[src/rtl/ea_pkg.sv]
package ea_pkg;

    localparam int MODE_W = 4;
    localparam int SIZE_W = 2;

    typedef enum logic [MODE_W-1:0] {
        AM_IMM   = 4'd0,
        AM_REG   = 4'd1,
        AM_ABS   = 4'd2,
        AM_RIND  = 4'd3,
        AM_MIND  = 4'd4,
        AM_IDX   = 4'd5,
        AM_BX    = 4'd6,
        AM_BXD   = 4'd7,
        AM_REL   = 4'd8,
        AM_PINC  = 4'd9,
        AM_PDEC  = 4'd10
    } am_e;

    function automatic logic is_known(input logic [MODE_W-1:0] m);
        return m <= MODE_W'(AM_PDEC);
    endfunction

endpackage

[src/rtl/ea_sext.sv]
module ea_sext #(
    parameter int IN_W  = 16,
    parameter int OUT_W = 32
) (
    input  logic [IN_W-1:0]  val_i,
    output logic [OUT_W-1:0] val_o
);
    generate
        if (OUT_W > IN_W) begin : g_ext
            assign val_o = {{(OUT_W-IN_W){val_i[IN_W-1]}}, val_i};
        end else begin : g_cut
            assign val_o = val_i[OUT_W-1:0];
        end
    endgenerate
endmodule

[src/rtl/ea_step.sv]
module ea_step #(
    parameter int DW     = 32,
    parameter int SIZE_W = 2
) (
    input  logic [SIZE_W-1:0] size_i,
    output logic [DW-1:0]     step_o
);
    localparam int NSTEP = 1 << SIZE_W;

    generate
        for (genvar g = 0; g < DW; g++) begin : g_bit
            if (g < NSTEP) begin : g_live
                assign step_o[g] = (size_i == SIZE_W'(g));
            end else begin : g_zero
                assign step_o[g] = 1'b0;
            end
        end
    endgenerate
endmodule

[src/rtl/ea_addgen.sv]
module ea_addgen
    import ea_pkg::*;
#(
    parameter int DW     = 32,
    parameter int DISP_W = 16
) (
    input  logic [MODE_W-1:0] mode_i,
    input  logic [SIZE_W-1:0] size_i,
    input  logic [DW-1:0]     base_i,
    input  logic [DW-1:0]     index_i,
    input  logic [DW-1:0]     pc_i,
    input  logic [DW-1:0]     word_i,
    input  logic [DISP_W-1:0] disp_i,
    output logic [DW-1:0]     res_o,
    output logic              wb_en_o,
    output logic [DW-1:0]     wb_val_o
);
    logic [DW-1:0] disp_x;
    logic [DW-1:0] step;
    logic [DW-1:0] op_a, op_b, op_c;
    logic [DW-1:0] sum;
    logic [DW-1:0] dec_val;

    ea_sext #(.IN_W(DISP_W), .OUT_W(DW)) u_sext (
        .val_i (disp_i),
        .val_o (disp_x)
    );

    ea_step #(.DW(DW), .SIZE_W(SIZE_W)) u_step (
        .size_i (size_i),
        .step_o (step)
    );

    // operand selection for the shared three-input adder
    always_comb begin
        op_a = '0;
        op_b = '0;
        op_c = '0;
        case (am_e'(mode_i))
            AM_IMM, AM_ABS: op_a = word_i;
            AM_REG, AM_RIND, AM_PINC: op_a = base_i;
            AM_IDX: begin
                op_a = base_i;
                op_c = disp_x;
            end
            AM_BX: begin
                op_a = base_i;
                op_b = index_i;
            end
            AM_BXD: begin
                op_a = base_i;
                op_b = index_i;
                op_c = disp_x;
            end
            AM_REL: begin
                op_a = pc_i;
                op_c = disp_x;
            end
            default: ;
        endcase
    end

    assign sum     = op_a + op_b + op_c;
    assign dec_val = base_i - step;

    always_comb begin
        res_o    = sum;
        wb_en_o  = 1'b0;
        wb_val_o = '0;
        case (am_e'(mode_i))
            AM_PINC: begin
                wb_en_o  = 1'b1;
                wb_val_o = base_i + step;
            end
            AM_PDEC: begin
                res_o    = dec_val;
                wb_en_o  = 1'b1;
                wb_val_o = dec_val;
            end
            default: ;
        endcase
        if (!is_known(mode_i)) begin
            res_o = '0;
        end
    end
endmodule

[src/rtl/ea_unit.sv]
module ea_unit
    import ea_pkg::*;
#(
    parameter int DW     = 32,
    parameter int DISP_W = 16
) (
    input  logic              clk,
    input  logic              rst_n,
    input  logic              start_i,
    input  logic [3:0]        mode_i,
    input  logic [1:0]        size_i,
    input  logic [DW-1:0]     base_i,
    input  logic [DW-1:0]     index_i,
    input  logic [DW-1:0]     pc_i,
    input  logic [DW-1:0]     word_i,
    input  logic [DISP_W-1:0] disp_i,
    output logic              mem_req_o,
    output logic [DW-1:0]     mem_addr_o,
    input  logic              mem_ack_i,
    input  logic [DW-1:0]     mem_rdata_i,
    output logic              valid_o,
    output logic [DW-1:0]     result_o,
    output logic              wb_en_o,
    output logic [DW-1:0]     wb_val_o
);
    typedef struct packed {
        logic              req;
        logic [DW-1:0]     maddr;
        logic              valid;
        logic [DW-1:0]     res;
        logic              wb_en;
        logic [DW-1:0]     wb_val;
        logic [MODE_W-1:0] mode;
    } st_t;

    st_t st_d, st_q;

    logic [DW-1:0] ag_res;
    logic          ag_wb_en;
    logic [DW-1:0] ag_wb_val;

    ea_addgen #(.DW(DW), .DISP_W(DISP_W)) u_addgen (
        .mode_i   (mode_i),
        .size_i   (size_i),
        .base_i   (base_i),
        .index_i  (index_i),
        .pc_i     (pc_i),
        .word_i   (word_i),
        .disp_i   (disp_i),
        .res_o    (ag_res),
        .wb_en_o  (ag_wb_en),
        .wb_val_o (ag_wb_val)
    );

    always_comb begin
        st_d       = st_q;
        st_d.valid = 1'b0;
        st_d.wb_en = 1'b0;
        if (st_q.req) begin
            if (mem_ack_i) begin
                st_d.req   = 1'b0;
                st_d.valid = 1'b1;
                st_d.res   = mem_rdata_i;
            end
        end else if (start_i) begin
            st_d.mode = mode_i;
            if (am_e'(mode_i) == AM_MIND) begin
                st_d.req   = 1'b1;
                st_d.maddr = word_i;
            end else begin
                st_d.valid  = 1'b1;
                st_d.res    = ag_res;
                st_d.wb_en  = ag_wb_en;
                st_d.wb_val = ag_wb_val;
            end
        end
    end

    always_ff @(posedge clk or negedge rst_n) begin
        if (!rst_n) begin
            st_q <= '0;
        end else begin
            st_q <= st_d;
        end
    end

    assign mem_req_o  = st_q.req;
    assign mem_addr_o = st_q.maddr;
    assign valid_o    = st_q.valid;
    assign result_o   = st_q.res;
    assign wb_en_o    = st_q.wb_en;
    assign wb_val_o   = st_q.wb_val;


    req_hold_chk: assert property (@(posedge clk) disable iff (!rst_n)
        mem_req_o && !mem_ack_i |=> mem_req_o && $stable(mem_addr_o));


    ack_result_chk: assert property (@(posedge clk) disable iff (!rst_n)
        mem_req_o && mem_ack_i |=> valid_o && !mem_req_o && result_o == $past(mem_rdata_i));


    direct_valid_chk: assert property (@(posedge clk) disable iff (!rst_n)
        start_i && !mem_req_o && mode_i != 4'd4 |=> valid_o && !mem_req_o);


    pending_quiet_chk: assert property (@(posedge clk) disable iff (!rst_n)
        mem_req_o && !mem_ack_i |=> !valid_o);


    dec_match_chk: assert property (@(posedge clk) disable iff (!rst_n)
        valid_o && wb_en_o && st_q.mode == MODE_W'(AM_PDEC) |-> result_o == wb_val_o);


    inc_pow2_chk: assert property (@(posedge clk) disable iff (!rst_n)
        valid_o && wb_en_o && st_q.mode == MODE_W'(AM_PINC) |-> $countones(wb_val_o - result_o) == 1);


    wb_needs_valid_chk: assert property (@(posedge clk) disable iff (!rst_n)
        wb_en_o |-> valid_o);
endmodule

[config.mk]
export PLATFORM = sky130hd
export DESIGN_NAME = ea_unit
export DESIGN_NICKNAME = d
export VERILOG_FILES = /design/src/rtl/ea_pkg.sv /design/src/rtl/ea_sext.sv /design/src/rtl/ea_step.sv /design/src/rtl/ea_addgen.sv /design/src/rtl/ea_unit.sv
export SDC_FILE = /design/constraint.sdc
export NUM_CORES = 1
export LEC_CHECK = 0
export BUFFER_PORTS_ARGS = -buffer_cell sky130_fd_sc_hd__buf_2
export CAP_MARGIN = 20
export CORE_MARGIN = 1
export CORE_UTILIZATION = 40
export CTS_BUF_LIST = sky130_fd_sc_hd__clkbuf_16
export DETAILED_ROUTE_END_ITERATION = 10
export HOLD_SLACK_MARGIN = 0.08
export PLACE_DENSITY = 0.61
export SLEW_MARGIN = 10
export SYNTH_ARGS = -nofsm -noshare
export SYNTH_HDL_FRONTEND = slang
export SYNTH_HIERARCHICAL = 1
export SYNTH_SLANG_ARGS = --single-unit
export TNS_END_PERCENT = 1
[constraint.sdc]
create_clock -name clk -period 1.53 [get_ports clk]
set_clock_uncertainty 0.1 [all_clocks]
set_input_delay 0.306 -clock clk [delete_from_list [all_inputs] [get_ports clk]]
set_output_delay 0.306 -clock clk [all_outputs]
set_load 0.02 [all_outputs]
* Yosys cells after proc, flatten, opt, wreduce, memory -nomap -nowiden
Cells that the tools add are included.
** Word-level totals
- Register bits after elaboration :: 103
- Bits in latches :: 0
- Memory bits (writable) :: 0
- ROM bits :: 0
- Bits of input ports :: 186
- Output and inout bits :: 99
- Word-level logic and storage cells :: 56
- Memories :: 0
** Operators by class
- $add $sub $neg :: 4
- Multipliers :: 0
- Divide/modulo/power cells :: 0
- Order comparisons :: 1
- Eq/ne operators :: 15
- Shift-type cells :: 0
- Multiplexer cells :: 15
- Bitwise operators :: 2
- Reduce and logical (&&, ||, !) cells :: 12
** Operator list (count)
- $mux 32 :: 4
- $mux 103 :: 1
- $mux 33 :: 3
- $pmux 32 s3 :: 1
- $mux 66 :: 1
- $add 32x32->32 :: 2
- $pmux 32 s2 :: 1
- $mux 37 :: 1
- $add 32x4->32 :: 1
- $sub 32x4->32 :: 1
- $eq 4x3->1 const B :: 4
- $eq 4x4->1 const B :: 3
- $reduce_and 3->1 :: 3
- $eq 4x2->1 const B :: 2
- $reduce_or 2->1 :: 3
- $reduce_or 6->1 :: 1
- $eq 2x2->1 const B :: 2
- $eq 4x1->1 const B :: 1
- $le 4x4->1 const B :: 1
- $logic_not 4->1 :: 1
- $ne 2x2->1 const B :: 2
- $mux 1 :: 3
- $reduce_or 3->1 :: 1
- $eq 2x1->1 const B :: 1
- 4 further kinds :: 5

* Logic depth before layout (Yosys ltp)
- Depth in word-level cells :: 10
- Gate-level depth with buffers :: 20
- Gate-level depth less buffers :: 19

* By module
Netlist, hierarchy kept.
** By module, submodules not included
- ea_addgen :: times used 1, cells an instance 1072, area an instance 7221.9 um2, sequential area each 0.0 um2
- ea_unit :: times used 1, cells an instance 255, area an instance 3917.5 um2, sequential area each 2477.4 um2
- ea_sext :: times used 1, cells an instance 32, area an instance 240.2 um2, sequential area each 0.0 um2
- ea_step :: times used 1, cells an instance 33, area an instance 240.2 um2, sequential area each 0.0 um2

* Worst setup path after synthesis
Ideal clock, no wire load.
- Path type :: in2reg
- Start point :: in mode_i[1]
- End point :: reg st_q, in the netlist result_o[29]
- Data arrival time :: 4.684 ns
- Data required time :: 1.304 ns
- Setup slack :: -3.380 ns
- Stages :: 20
- Path buffers :: 2
- Path through :: clkbuf_1 > nand2b_1 > o22ai_1 > clkbuf_1 > a222oi_1 > fa_1 > inv_1 > ha_1 > fa_1 > a211oi_1 > o21ai_1 > a32o_1 > a22oi_1 > a21oi_1 > a31oi_1 > nand2b_1 > a21boi_0 > nor3_1 > a221o_1 > a221o_1
** Between the ends
- Cells in the longest elaborated chain, start to end :: 10
** Ends and longest elaborated chain
- start: declaration :: RTL line ea_unit.sv:10 : input logic [3:0] mode_i,
- $eq 4x1->1, or another cell as far along :: RTL line ea_addgen.sv:39 : case (am_e'(mode_i))
- $reduce_or 6->1 (no line), or another cell as far along
- $pmux 32 s3 or $mux 32 (tied branches) :: RTL line ea_addgen.sv:39
- $add 32x32->32 (2 in series) :: RTL line ea_addgen.sv:63 : assign sum = op_a + op_b + op_c;
- $mux 32 :: RTL line ea_addgen.sv:70 : case (am_e'(mode_i))
- $mux 32 * :: RTL line ea_addgen.sv:82 : if (!is_known(mode_i)) begin
- via ag_res[29] :: RTL line ea_unit.sv:38 : logic [DW-1:0] ag_res;
- $mux 66 * :: RTL line ea_unit.sv:67 : if (am_e'(mode_i) == AM_MIND) begin
- $mux 103 * :: RTL line ea_unit.sv:65 : end else if (start_i) begin
- $mux 33 * :: RTL line ea_unit.sv:59 : if (st_q.req) begin
- end signal: assignment :: RTL line ea_unit.sv:83 : st_q <= st_d;
- end: declaration :: RTL line ea_unit.sv:36 : st_t st_d, st_q;
Mark *: on every way through the listed nets, which the timed path passes. The rest lies on a longest branch. The select of a mux whose other input is x is not followed.
A chain may end at the register's enable or synchronous reset.

* Worst setup path after layout
- Start point :: in mode_i[3]
- End point :: reg st_q, in the netlist result_o[30]
Same word-level chain as after synthesis.

==> Flow_metrics.wiki <==
{| class="wikitable"
! Metric !! Value
|-
| Count of filler cells inserted in the layout || 2656
|-
| Max Transition Viols Final || 0
|-
| Area of the die || 29700 um2
|-
| Critical path peak fanout || 17
|-
| Area of the multi-input gates || around 8600 um2
|-
| Unique masters post-synth || 88
|-
| Ratio of total power to cell area || ~750 nW/um2
|-
| Initial antenna violation count || 0
|-
| First-pass GRT wire length || 69.1 mm
|-
| Maximum number of pins on one net before global-route repair || 43
|-
| Horizontal extent of the die || 172 um
|-
| Post-detailed-placement half-perimeter wirelength || ~37 mm
|-
| Total setup violations reported at the end of the flow || 82
|-
| Main flop type after synthesis || sky130_fd_sc_hd__dfrtp_1
|-
| Leak || 0.00868 uW
|-
| Most common cell after layout, fill and taps aside || sky130_fd_sc_hd__buf_4
|-
| Iter 0 DRT Violations || about 880
|-
| Number of cells in the design after placement || approximately 2300
|-
| Mean post-synth cell area || between 8 and 9 um2
|-
| Final hold violation count || 0
|-
| Post-synthesis instance area || 11600 um2
|-
| FFs w/ async S/R, synth || 1.00
|-
| Routed length per instance || between 15 and 20 um
|-
| Total of warnings raised by yosys || 6
|-
| Clock tree sinks || between 90 and 100
|-
| Remaining design rule violation count || 0
|-
| GPL Wtd Cong || ~1
|-
| WP data required || roughly 1.7 ns
|-
| Worst relative slew slack || 0.632
|-
| Final cell count without fillers || 2358
|-
| Violations in the final reports || negative setup slack
|-
| Initial Utilization || 0.406
|-
| Proportion of layout cells with a drive suffix above 1 || 0.447
|-
| Worst setup SP type || primary input
|-
| Category of the most critical setup path || in2reg
|-
| Global router's overall resource usage || 0.307
|-
| Number of buffers on the longest clock path || 2
|-
| Slew of the pin with the lowest slew margin || approximately 0.55 ns
|-
| Clock slew seen by the registers of the worst setup and hold paths || around 0.09 ns
|-
| Highest attainable clock frequency || between 200 and 250 MHz
|-
| Core area || roughly 29000 um2
|-
| Via count of the routed design || 12800
|-
| Signed area change from the synthesized netlist to the final layout || 47.6%
|-
| Router iterations before antenna repair || 10
|-
| CTS tree || built
|-
| Final period util || 2.76
|-
| Area taken by flip-flops and latches || about 2500 um2
|-
| Diodes inserted || 0
|-
| Worst hold-check path type || in2reg
|-
| Remaining antenna violation count after routing || 0
|-
| Post-route worst hold slack || about 0.093 ns
|-
| H-tree depth || 3
|-
| Post-Route Setup TNS || -108.15 ns
|-
| Vias in the first global route || roughly 13000
|-
| Inserted Clock Buffers || 9
|-
| Vias per cell || roughly 5.4
|-
| WP data arrival || about 4.4 ns
|-
| Count of input and output buffers || roughly 280
|-
| Die height || roughly 170 um
|-
| Number of enable-type register cells in the synthesized netlist || 0
|-
| Top library cells by usage in the layout, fill and taps aside || 343 x sky130_fd_sc_hd__buf_4, 279 x sky130_fd_sc_hd__buf_2, 122 x sky130_fd_sc_hd__inv_1, 121 x sky130_fd_sc_hd__nand2_1, 99 x sky130_fd_sc_hd__dfrtp_1
|-
| Sequential fraction of the synthesis area || 0.213
|-
| Status || finished with violations
|-
| Synthesized instance count || around 1400
|-
| Total Wirelength || 45.5 mm
|-
| Remaining global-route overflow || 0
|-
| Fin nets || roughly 2300
|-
| Count of max-cap constraint violations || 0
|-
| Clock tree root buffer cell || sky130_fd_sc_hd__clkbuf_16
|-
| Category of the worst setup path capture point || flop
|-
| Worst VDD drop || 0.000553 V
|-
| # IOs || 285
|-
| Worst setup margin || -2.69 ns
|-
| Clock latency reported for the late side of the worst-skew pair || ~0.38 ns
|-
| Site row count || 62
|-
| Setup repair after global routing missed its margin || true
|-
| Synthesis-stage register bit count || between 90 and 100
|-
| Min Tclk post-route || 4.22 ns
|}
[where the power goes]
group          switching (uW)  internal, uW  total (uW)  leakage (uW)
Clock                    1440          1190        2630      0.000154
Combinational            3690          3190        6880       0.00726
Sequential                275          3120        3400       0.00127
Total                    5410          7500       12900       0.00868
[routing by layer]
layer,up-vias,wire (um),track usage
li1,6066,-,-
met5,-,0,0
met3,130,1830,0.0343
met1,6224,18000,0.350
met4,0,2790,0.200
met2,391,22900,0.543
[Yosys cell counts (5+ instances only)]
| master | n | area, um2 |
|---|---|---|
| sky130_fd_sc_hd__o21ai_1 | 9 | 45.0 |
| sky130_fd_sc_hd__ha_1 | 92 | 1150 |
| sky130_fd_sc_hd__o21ai_0 | 33 | 165 |
| sky130_fd_sc_hd__a211oi_1 | 16 | 120 |
| sky130_fd_sc_hd__a31oi_1 | 9 | 56.3 |
| sky130_fd_sc_hd__a21oi_1 | 125 | 626 |
| sky130_fd_sc_hd__buf_6 | 6 | 67.6 |
| sky130_fd_sc_hd__nor2_1 | 88 | 330 |
| sky130_fd_sc_hd__fa_1 | 34 | 681 |
| sky130_fd_sc_hd__nand2_1 | 124 | 465 |
| sky130_fd_sc_hd__nor3_1 | 23 | 115 |
| sky130_fd_sc_hd__a222oi_1 | 32 | 320 |
| sky130_fd_sc_hd__o21bai_1 | 16 | 120 |
| sky130_fd_sc_hd__dfrtp_1 | 99 | 2480 |
| sky130_fd_sc_hd__buf_2 | 13 | 65.1 |
| sky130_fd_sc_hd__buf_1 | 5 | 18.8 |
| sky130_fd_sc_hd__o22ai_1 | 9 | 56.3 |
| sky130_fd_sc_hd__buf_4 | 62 | 465 |
| sky130_fd_sc_hd__o22a_1 | 10 | 87.6 |
| sky130_fd_sc_hd__xor2_1 | 9 | 78.8 |
| sky130_fd_sc_hd__or3_1 | 6 | 37.5 |
| sky130_fd_sc_hd__nand2b_1 | 19 | 119 |
| sky130_fd_sc_hd__nor2b_1 | 12 | 75.1 |
| sky130_fd_sc_hd__a221oi_1 | 15 | 131 |
| sky130_fd_sc_hd__clkbuf_1 | 51 | 191 |
| sky130_fd_sc_hd__xnor2_1 | 55 | 482 |
| sky130_fd_sc_hd__and3_1 | 41 | 257 |
| sky130_fd_sc_hd__a21o_1 | 23 | 173 |
| sky130_fd_sc_hd__mux2_2 | 64 | 721 |
| sky130_fd_sc_hd__nor4_1 | 5 | 31.3 |
| sky130_fd_sc_hd__a221o_1 | 34 | 340 |
| sky130_fd_sc_hd__o21a_1 | 7 | 52.6 |
| sky130_fd_sc_hd__nand3_1 | 14 | 70.1 |
| sky130_fd_sc_hd__inv_1 | 127 | 477 |
| sky130_fd_sc_hd__o31ai_1 | 9 | 67.6 |
| sky130_fd_sc_hd__and2_1 | 8 | 50.1 |
[sequential cells by signal (all words and copies together) (netlist names)]
name and flops:
valid_o 1, mem_req_o 1, wb_val_o 32, wb_en_o 1
mem_addr_o 32, result_o 32
[logic make-up after synthesis]
family | share of synthesized area
other cells | 0.000323
mux | 0.0646
simple gates | 0.150
buf+inv | 0.112
flops | 0.213
xor+xnor | 0.0482
compound gates | 0.253
fa+ha+maj | 0.158
[final timing paths]
path                                     startpoint                         end  slack [ns]  depth (start not counted)
max                                       mode_i[3]    result_o[30]$_DFFE_PN0P_       -2.69                         21
min                                      word_i[31]  mem_addr_o[31]$_DFFE_PN0P_        0.09                          2
max reg2reg                     mem_req_o$_DFF_PN0_     wb_val_o[4]$_DFFE_PN0P_       -0.24                          4
min reg2reg                wb_val_o[26]$_DFFE_PN0P_    wb_val_o[26]$_DFFE_PN0P_        0.40                          1
max in group asynchronous                     rst_n    wb_val_o[16]$_DFFE_PN0P_        0.53                          3
min in group asynchronous                     rst_n   mem_addr_o[6]$_DFFE_PN0P_        0.24                          2
[through the flow]
| step | total power (uW) | setup WS, ns | area (um2) | utilization |
|---|---|---|---|---|
| after global placement | 9730 | -3.22 | 15800 | 0.553 |
| after floorplan | 6980 | -2.79 | 11800 | - |
| final | 12900 | -2.69 | 17100 | 0.599 |
| after global routing | 13700 | -2.86 | 17100 | 0.599 |
| after CTS | 12700 | -2.66 | 16800 | 0.588 |
| after detailed placement | 9810 | -3.32 | 15800 | 0.553 |
[worst max-delay path: stages]
cell and delay [ns]:
sky130_fd_sc_hd__buf_4 0.14, sky130_fd_sc_hd__nand2b_4 0.08, sky130_fd_sc_hd__nor3_4 0.04, sky130_fd_sc_hd__buf_4 0.14, sky130_fd_sc_hd__buf_12 0.14, sky130_fd_sc_hd__buf_12 0.15
sky130_fd_sc_hd__a222oi_1 0.45, sky130_fd_sc_hd__fa_1 0.46, sky130_fd_sc_hd__inv_1 0.07, sky130_fd_sc_hd__ha_1 0.25, sky130_fd_sc_hd__nand4_1 0.13, sky130_fd_sc_hd__a21oi_1 0.07
sky130_fd_sc_hd__o31a_1 0.29, sky130_fd_sc_hd__o311a_1 0.30, sky130_fd_sc_hd__a221oi_2 0.23, sky130_fd_sc_hd__nand2_1 0.12, sky130_fd_sc_hd__o221ai_2 0.23, sky130_fd_sc_hd__o21ai_2 0.10
sky130_fd_sc_hd__xnor2_2 0.26, sky130_fd_sc_hd__o2bb2ai_1 0.09, sky130_fd_sc_hd__a221o_1 0.32
[cell type report]
cell class	instances	share of cell area
Clock buffer	9	0.0131
Sequential cell	99	0.144
Clock inverter	7	0.00547
Multi-Input combinational cell	1053	0.504
Tap cell	384	0.0280
Inverter	129	0.0282
Timing Repair Buffer	677	0.277
[timing repair]
item / 4_1_cts / 5_1_grt
gates resized for setup: 89 / 59
setup buffers: 5 / 2
endpoints found under the hold margin: 123 / 0
endpoints found under the setup margin: 97 / 95
hold buffers: 25 / 0
pin swaps: 71 / 34
(Power assumes the default switching activity.)
